[src/rtl/hsb_pkg.sv]
package hsb_pkg;
  typedef enum logic [1:0] {
    ST_IDLE  = 2'd0,
    ST_SHIFT = 2'd1,
    ST_WAIT  = 2'd2
  } hsb_state_e;
endpackage

[src/rtl/hsb_sync.sv]
module hsb_sync #(
  parameter int          N       = 3,
  parameter int          STAGES  = 2,
  parameter logic [N-1:0] RST_VAL = '0
) (
  input  logic         clk,
  input  logic         rst,
  input  logic [N-1:0] d,
  output logic [N-1:0] q
);
  logic [N-1:0] stg [STAGES];

  always_ff @(posedge clk) begin
    if (rst) begin
      for (int i = 0; i < STAGES; i++) stg[i] <= RST_VAL;
    end else begin
      stg[0] <= d;
      for (int i = 1; i < STAGES; i++) stg[i] <= stg[i-1];
    end
  end

  assign q = stg[STAGES-1];
endmodule

[src/rtl/hsb_shifter.sv]
module hsb_shifter #(
  parameter int W = 8
) (
  input  logic         clk,
  input  logic         rst,
  input  logic         load_tx,
  input  logic         clear_rx,
  input  logic [W-1:0] tx_byte,
  input  logic         dir_out,
  input  logic         step,
  input  logic         sin,
  output logic [W-1:0] shreg,
  output logic         word_done
);
  localparam int CW = $clog2(W);
  localparam logic [CW-1:0] LAST = CW'(W - 1);

  logic [CW-1:0] cnt;

  always_ff @(posedge clk) begin
    if (rst) begin
      shreg     <= '0;
      cnt       <= '0;
      word_done <= 1'b0;
    end else begin
      word_done <= 1'b0;
      if (load_tx) begin
        shreg <= tx_byte;
        cnt   <= '0;
      end else if (clear_rx) begin
        shreg <= '0;
        cnt   <= '0;
      end else if (step) begin
        shreg <= {shreg[W-2:0], dir_out ? 1'b0 : sin};
        if (cnt == LAST) begin
          cnt       <= '0;
          word_done <= 1'b1;
        end else begin
          cnt <= cnt + 1'b1;
        end
      end
    end
  end
endmodule

[src/rtl/hsb_timer.sv]
module hsb_timer #(
  parameter int LIMIT = 1000
) (
  input  logic clk,
  input  logic rst,
  input  logic run,
  output logic expired
);
  localparam int TW = $clog2(LIMIT + 1);
  localparam logic [TW-1:0] TERM = TW'(LIMIT - 1);

  logic [TW-1:0] cnt;

  always_ff @(posedge clk) begin
    if (rst || !run) cnt <= '0;
    else if (cnt != TERM) cnt <= cnt + 1'b1;
  end

  assign expired = run && (cnt == TERM);
endmodule

[src/rtl/hs_byte_shifter.sv]
module hs_byte_shifter
  import hsb_pkg::*;
#(
  parameter int W           = 8,
  parameter int SYNC_STAGES = 2,
  parameter int TIMEOUT_CYC = 32_000_000
) (
  input  logic         clk,
  input  logic         rst,
  input  logic         cmd_send,
  input  logic         cmd_recv,
  input  logic [W-1:0] tx_byte,
  input  logic         sclk_in,
  input  logic         sdata_in,
  output logic         sdata_out,
  output logic         req_n,
  input  logic         ack_n,
  output logic         busy,
  output logic         done,
  output logic         rx_valid,
  output logic [W-1:0] rx_byte,
  output logic         timeout_err,
  output logic         ack_warn
);
  hsb_state_e   state;
  logic         dir_out;
  logic [2:0]   raw_in, sync_q;
  logic         sclk_s, sd_s, ack_s, sclk_prev, sclk_rise;
  logic         load_tx, clear_rx, step, word_done, expired;
  logic [W-1:0] shreg;

  assign raw_in = {sclk_in, sdata_in, ack_n};

  hsb_sync #(.N(3), .STAGES(SYNC_STAGES), .RST_VAL(3'b001)) u_sync (
    .clk(clk), .rst(rst), .d(raw_in), .q(sync_q)
  );

  assign sclk_s = sync_q[2];
  assign sd_s   = sync_q[1];
  assign ack_s  = sync_q[0];

  always_ff @(posedge clk) begin
    if (rst) sclk_prev <= 1'b0;
    else     sclk_prev <= sclk_s;
  end

  assign sclk_rise = sclk_s & ~sclk_prev;
  assign load_tx   = (state == ST_IDLE) && cmd_send;
  assign clear_rx  = (state == ST_IDLE) && !cmd_send && cmd_recv;
  assign step      = (state == ST_SHIFT) && sclk_rise && !word_done;

  hsb_shifter #(.W(W)) u_shift (
    .clk(clk), .rst(rst), .load_tx(load_tx), .clear_rx(clear_rx),
    .tx_byte(tx_byte), .dir_out(dir_out), .step(step), .sin(sd_s),
    .shreg(shreg), .word_done(word_done)
  );

  hsb_timer #(.LIMIT(TIMEOUT_CYC)) u_timer (
    .clk(clk), .rst(rst), .run(state == ST_WAIT), .expired(expired)
  );

  always_ff @(posedge clk) begin
    if (rst) begin
      state       <= ST_IDLE;
      dir_out     <= 1'b0;
      req_n       <= 1'b1;
      done        <= 1'b0;
      rx_valid    <= 1'b0;
      timeout_err <= 1'b0;
      ack_warn    <= 1'b0;
      rx_byte     <= '0;
    end else begin
      done        <= 1'b0;
      rx_valid    <= 1'b0;
      timeout_err <= 1'b0;
      ack_warn    <= 1'b0;
      unique case (state)
        ST_IDLE: begin
          if (cmd_send || cmd_recv) begin
            dir_out <= cmd_send;
            req_n   <= 1'b0;
            state   <= ST_SHIFT;
          end
        end
        ST_SHIFT: begin
          if (word_done) begin
            req_n    <= 1'b1;
            ack_warn <= ack_s;
            if (!dir_out) rx_byte <= shreg;
            state    <= ST_WAIT;
          end
        end
        ST_WAIT: begin
          if (ack_s) begin
            done     <= 1'b1;
            rx_valid <= !dir_out;
            state    <= ST_IDLE;
          end else if (expired) begin
            timeout_err <= 1'b1;
            state       <= ST_IDLE;
          end
        end
        default: state <= ST_IDLE;
      endcase
    end
  end

  assign busy      = (state != ST_IDLE);
  assign sdata_out = dir_out ? shreg[W-1] : 1'b1;
endmodule

[config.mk]
export PLATFORM = sky130hd
export DESIGN_NAME = hs_byte_shifter
export DESIGN_NICKNAME = d
export VERILOG_FILES = /design/src/rtl/hsb_pkg.sv /design/src/rtl/hsb_sync.sv /design/src/rtl/hsb_shifter.sv /design/src/rtl/hsb_timer.sv /design/src/rtl/hs_byte_shifter.sv
export SDC_FILE = /design/constraint.sdc
export NUM_CORES = 1
export LEC_CHECK = 0
export ABC_AREA = 1
export BUFFER_PORTS_ARGS = -buffer_cell sky130_fd_sc_hd__buf_2
export CAP_MARGIN = 20
export CORE_ASPECT_RATIO = 0.7
export CORE_MARGIN = 3
export CORE_UTILIZATION = 50
export CTS_CLUSTER_DIAMETER = 30
export DETAILED_ROUTE_END_ITERATION = 7
export PLACE_DENSITY = 0.69
export SYNTH_ARGS = -nofsm -noshare
export SYNTH_HDL_FRONTEND = slang
export SYNTH_HIERARCHICAL = 1
export SYNTH_SLANG_ARGS = --single-unit
export TNS_END_PERCENT = 20
[constraint.sdc]
create_clock -name clk -period 3.1 [get_ports clk]
set_input_delay 0.31 -clock clk [delete_from_list [all_inputs] [get_ports clk]]
set_output_delay 0.31 -clock clk [all_outputs]
set_load 0.03 [all_outputs]
==> impl_metrics.toml, run 1 <==
[status]
outcome = "finished, final reports clean"

[route]
postRouteAntennaNets = 0
drt_pass1_iterations = 5
vias_per_cell = 4.91
routedWlPerCell_microns = 11.7
first_iter_violations = 194
vias = 2783
drc = 0
wirelength_microns = 6650

[power_and_ir_drop]
switching_share_pct = 27.1
leakagePower_nw = 1.37
combPwrFrac_pct = 7.2
vdd_ir_drop_max_mv = 0.307
pwr-share-clk_pct = 40.7
power.internal_mw = 1.12
pwr-share-seq_pct = 52.1
power_density_mw_per_mm2 = 450
p_sw_uw = 415

[clocking]
cts_hold_buf = 0
cts_tree = "yes"
cts.path.max_buffers = 2
cts_resized = 0
post-cts-setup-buffers = 0
insertion_delay_ns = 0.34
numCtsBuffers = 9
clkSinkCount = 60
htree_levels = 3
cts_root_buffer = "clkbuf_8"
path_clk_slew_ns = 0.07

[cells_and_area]
final_cell_area_sq_mm = 0.00341
finalNetCount = 505
drive_gt1_share_pct = 14.6
syn2layout_area_growth_pct = 11.4
utilization_pct = 58.7
antennaDiodeCount = 0

[synthesis]
postSynthAreaPerCell_sq_um = 6.71
syn_area_sq_mm = 0.00306
synth_most_common_cell = "nand2_1"
ys.flop_type = "dfxtp_1"
synthDominantCellAreaShare_pct = 39.2
synth_async_sr_flop_share_pct = 0
yosysTopAreaCell = "dfxtp_1"
yosys_warnings = 6
ys_top_cells_by_count = "nand2_1 (121), nor2_1 (103), dfxtp_1 (60)"
post_synth_num_cell_types = 32
synth_edf_count = 0
synth-seq-area-share_pct = 39.2
synth_area_leaders = "dfxtp_1 (39%), nand2_1 (15%), nor2_1 (13%)"
ys_seq_elements = 60
syn-num-nets = 474
synth_cells = 456

[critical_path]
cp_max_fo = 12
r2r_start = "state[0]"
cp_cell_sequence = "inv_2 -> nor2_4 -> nand2_2 -> nor3_1 -> buf_4 -> inv_1 -> nand2_1 -> nand2_1 -> nor2_1 -> nor2_1"
worstSetupStartpointType = "flip-flop"
cp.arrival_ns = 2.05
max_stage_delay_ns = 0.38
slowest_stage = "dfxtp_1"
crit_buf_inv = 3
crit_family = "simple AND/OR/NAND/NOR gates"
crit_path_start = "state[0]"
end_kind = "flip-flop"
path_class = "flip-flop to flip-flop"
required_ns = 3.34

[die]
core_sq_mm = 0.00581
die_h_microns = 71.5
initial_core_util_pct = 52.6
die_w_microns = 99.5
rows = 23
io_pins = 30
dieArea_sq_mm = 0.00711

[grt]
grt_start_max_net_pins = 21
gr-usage-all-layers_pct = 20.5
antenna_found_initial = 0
grt_remaining_overflow = 0
grt_pass1_vias = 2529
grt_pass1_wl_microns = 11400

[timing]
clock_skew_ns = 0.00820
setup_viol = 0
relSlewSlack_pct = 54.4
fin_ws_ns = 1.29
max_freq_mhz = 551
final.min_clock_period_ns = 1.81
setup_tns_ns = 0
maxSlewViolCount = 0
hold_violations = 0
min_period_over_period_pct = 58.5
rsz0062_at_grt = "no"
worstMarginPinSlew_ns = 0.683

[place]
place_congestion = 0.878
hpwl_microns = 5050
io_buffers = 29
placed_area_sq_mm = 0.00323
place_ws_ns = 1.32

[min_path]
hold_class = "input port to flip-flop"
hold_start = "ack_n"

[run]
maxCapViolations = 0
worst min-delay path: cells and delay by family:
| family | cells | cell delay, ns |
|---|---|---|
| buffers and inverters | 2 | 0.11 |
| and+or+nand+nor | 1 | 0.05 |
through the flow:
step	hold slack [ns]	total power [mW]	cells
floorplan	0.381	0.905	456
global placement	0.390	0.925	551
detailed placement	0.396	0.927	551
CTS	0.148	1.55	567
global route	0.152	1.60	567
finish	0.158	1.53	567
metal layers:
layer / track usage, % / up-vias / part of all wire (%)
li1: - / 1456 / -
met1: 29.9 / 1232 / 53
met2: 27.5 / 91 / 38
met3: 7.78 / 4 / 7.7
met4: 6.82 / 0 / 0.56
met5: 0 / - / 0
cell usage in the layout (no fill, tap or decap), drive strengths merged, types with 5 or more instances in the layout:
cell type / n
nand3: 36
clkbuf: 9
a21oi: 19
a21boi: 6
nand2: 127
nor2: 111
clkinv: 5
dfxtp: 60
inv: 57
xnor2: 7
buf: 30
state kept, by name (all words and copies together) (netlist names):
register,flops
done,1
rx_valid,1
ack_warn,1
u_sync/stg,6
u_shift/word_done,1
rx_byte,8
u_shift/shreg,8
dir_out,1
state,2
u_timer/cnt,25
timeout_err,1
req_n,1
sclk_prev,1
u_shift/cnt,3
layout make-up:
class | count | area (sq um)
multi-input combinational | 327 | 1560
fill | 587 | 2400
sequential | 60 | 1200
clock buffer | 9 | 124
tap | 75 | 93.8
inverter | 59 | 226
timing repair buffer | 30 | 153
clock inverter | 7 | 52.6
logic make-up (layout without fill, tap and decap cells):
group,after synthesis,in the layout,share of synthesized area (%)
AO/OA/AOI/OAI,28,28,5.31
XOR/XNOR,10,10,2.86
adder cells (fa/ha/maj),3,3,1.23
buffers and inverters,69,105,9.81
flip-flops,60,60,39.2
AND/OR/NAND/NOR,286,286,41.5
power groups by stage:
| stage | clock [mW] | combinational, mW | sequential, mW |
|---|---|---|---|
| after floorplan | 0 | 0.0889 | 0.816 |
| after global routing | 0.675 | 0.128 | 0.800 |
| after detailed placement | 0 | 0.110 | 0.817 |
| final | 0.623 | 0.110 | 0.799 |
| after global placement | 0 | 0.109 | 0.816 |
| after CTS | 0.641 | 0.111 | 0.799 |
worst paths after layout:
path | end | slack, ns | cells after the start
setup / recovery | u_shift/shreg[0] | 1.29 | 10
hold / removal | u_sync/stg[0][0] | 0.16 | 3
setup reg to reg | u_shift/shreg[0] | 1.29 | 10
hold reg to reg | u_sync/stg[0][4] | 0.40 | 2
Power figures use the tool's default switching activity.
==> inputs of run 2 (changes only) <==
PLACE_DENSITY = 0.72   (was 0.69)
clock period = 1.5 ns   (was 3.1 ns; I/O delays follow)
==> run 2 against run 1 <==
Compared with the run above:
- total power grew 130%
- final cell count grew 4.4%
- first-iteration DRC count grew 27%
- sequential power grew 110%
- clock skew shrank 0.0024 ns
- critical path depth is the same
- fmax grew 26%
- global-route usage grew 0.84 points
- cell area grew 9.7%
- sequential cell count is the same
- combinational power grew 140%
==> impl_metrics.toml, run 2 (synthesis gave the netlist of run 1 again) <==
[die]
rows = 23
io_pins = 30
core_sq_mm = 0.00581
initial_core_util_pct = 52.6
die_h_microns = 71.5
die_w_microns = 99.5
dieArea_sq_mm = 0.00711

[route]
drc = 0
routedWlPerCell_microns = 12.4
postRouteAntennaNets = 0
drt_pass1_iterations = 5
vias = 2928
first_iter_violations = 246
wirelength_microns = 7360
vias_per_cell = 4.95

[timing]
max_freq_mhz = 695
relSlewSlack_pct = 74.5
final.min_clock_period_ns = 1.44
clock_skew_ns = 0.00575
setup_viol = 0
hold_ws_ns = 0.0997
min_period_over_period_pct = 95.9
rsz0062_at_grt = "yes"
worstMarginPinSlew_ns = 0.381
maxSlewViolCount = 0
hold_violations = 0

[critical_path]
end_kind = "flip-flop"
required_ns = 1.73
max_stage_delay_ns = 0.35
path_class = "flip-flop to flip-flop"
cp_max_fo = 3
path_common_cell = "nand2_1"
slowest_stage = "dfxtp_1"
crit_family = "simple AND/OR/NAND/NOR gates"
crit_buf_inv = 2
r2r_start = "u_timer/cnt[16]"
cp.arrival_ns = 1.67
cp_cell_sequence = "inv_2 -> nand2_1 -> nor2_4 -> nand2_1 -> nor2_1 -> nand2_1 -> nor2_1 -> inv_1 -> nand3_1 -> a21oi_2"
worstSetupStartpointType = "flip-flop"
crit_path_start = "u_timer/cnt[16]"

[place]
io_buffers = 29
hpwl_microns = 5280
post-place-cells = 568
place_congestion = 0.905

[clocking]
cts_root_buffer = "clkbuf_8"
clkSinkCount = 60
htree_levels = 3
insertion_delay_ns = 0.35
path_clk_slew_ns = 0.07
cts.path.max_buffers = 2
cts_tree = "yes"
numCtsBuffers = 9

[power_and_ir_drop]
pwr-share-seq_pct = 46.4
power_density_mw_per_mm2 = 953
vdd_ir_drop_max_mv = 0.600
p_sw_uw = 886
switching_share_pct = 24.9
pwr-share-clk_pct = 46.3
combPwrFrac_pct = 7.3
power.internal_mw = 2.68
leakagePower_nw = 1.53

[cells_and_area]
top_regs = "u_timer/cnt x25, rx_byte x8, u_shift/shreg x8"
mostFrequentLayoutCells = "nand2_1 (121), nor2_1 (98), dfxtp_1 (53)"
largest_reg_flops = 25
mostFrequentLayoutCell = "nand2_1"
drive_gt1_share_pct = 21.9
instances_no_fill = 592
syn2layout_area_growth_pct = 22.2
antennaDiodeCount = 0
finalNetCount = 530
regMostFlops = "u_timer/cnt"

[grt]
grt_pass1_wl_microns = 11900
antenna_found_initial = 0
grt_remaining_overflow = 0
grt_pass1_vias = 2580
grt_start_max_net_pins = 21
gr-usage-all-layers_pct = 21.3

[status]
outcome = "finished, final reports clean"

[run]
maxCapViolations = 0

[min_path]
hold_class = "input port to flip-flop"
hold_start = "tx_byte[7]"
==> run 2: cell count changes in the layout (fill, tap and decap cells not counted), moves of 4 or more <==
cell,change
nor2_4,+4
buf_4,+19
nor2_1,-5
dfxtp_1,-7
dfxtp_2,+7
==> run 2: cell type report <==
cell class	instances	area, sq um
fill	527	2070
clock buffer	9	124
tap	75	93.8
multi-input combinational	327	1620
clock inverter	7	100
timing repair buffer	53	345
inverter	59	230
timing repair inverter	2	15.0
sequential	60	1210
==> run 2: per-stage QoR <==
stage	utilization (%)	setup slack, ns	TNS, ns	total power, mW	instance area [sq um]
2_1_floorplan	-	0.0343	0	1.87	3070
3_3_place_gp	58.0	0.0531	0	1.93	3370
3_5_place_dp	58.0	-0.0326	-0.134	1.93	3370
4_1_cts	62.4	0.00969	0	3.59	3630
5_1_grt	64.3	-0.0379	-0.105	3.72	3740
6_report	64.3	0.0620	0	3.56	3740
==> run 2: final timing paths <==
path,to,slack (ns),cells past startpoint
hold reg to reg,u_sync/stg[0][4],0.40,2
hold / removal,u_shift/shreg[7],0.1,3
setup / recovery,state[1],0.06,10
setup reg to reg,state[1],0.06,10
==> run 2: worst register-to-register path, stage by stage, from the launching register on <==
cell     delay [ns]
dfxtp_1        0.35
inv_2          0.11
nand2_1        0.11
nor2_4         0.17
nand2_1        0.07
nor2_1         0.12
nand2_1        0.06
nor2_1         0.10
inv_1          0.07
nand3_1        0.11
a21oi_2        0.05
==> run 2: timing repair <==
action                     4_1_cts  5_1_grt
hold endpoints to repair         3        0
setup buffers                    0        3
cloned                           0        2
pin swaps                        0        3
hold buffers                     3        0
resized for setup                1       24
setup endpoints to repair        8       34
==> run 2: power groups by stage <==
stage / clock network [mW] / registers, mW / logic, mW
floorplan: 0 / 1.69 / 0.184
global placement: 0 / 1.69 / 0.241
detailed placement: 0 / 1.69 / 0.248
CTS: 1.69 / 1.65 / 0.256
global route: 1.77 / 1.65 / 0.299
finish: 1.65 / 1.65 / 0.262
==> run 2: layer usage <==
| metal | global-route usage [%] | wire (microns) |
|---|---|---|
| met1 | 30.4 | 3610 |
| met2 | 29.5 | 3060 |
| met3 | 8.85 | 644 |
| met4 | 6.06 | 46 |
| met5 | 0 | 0 |
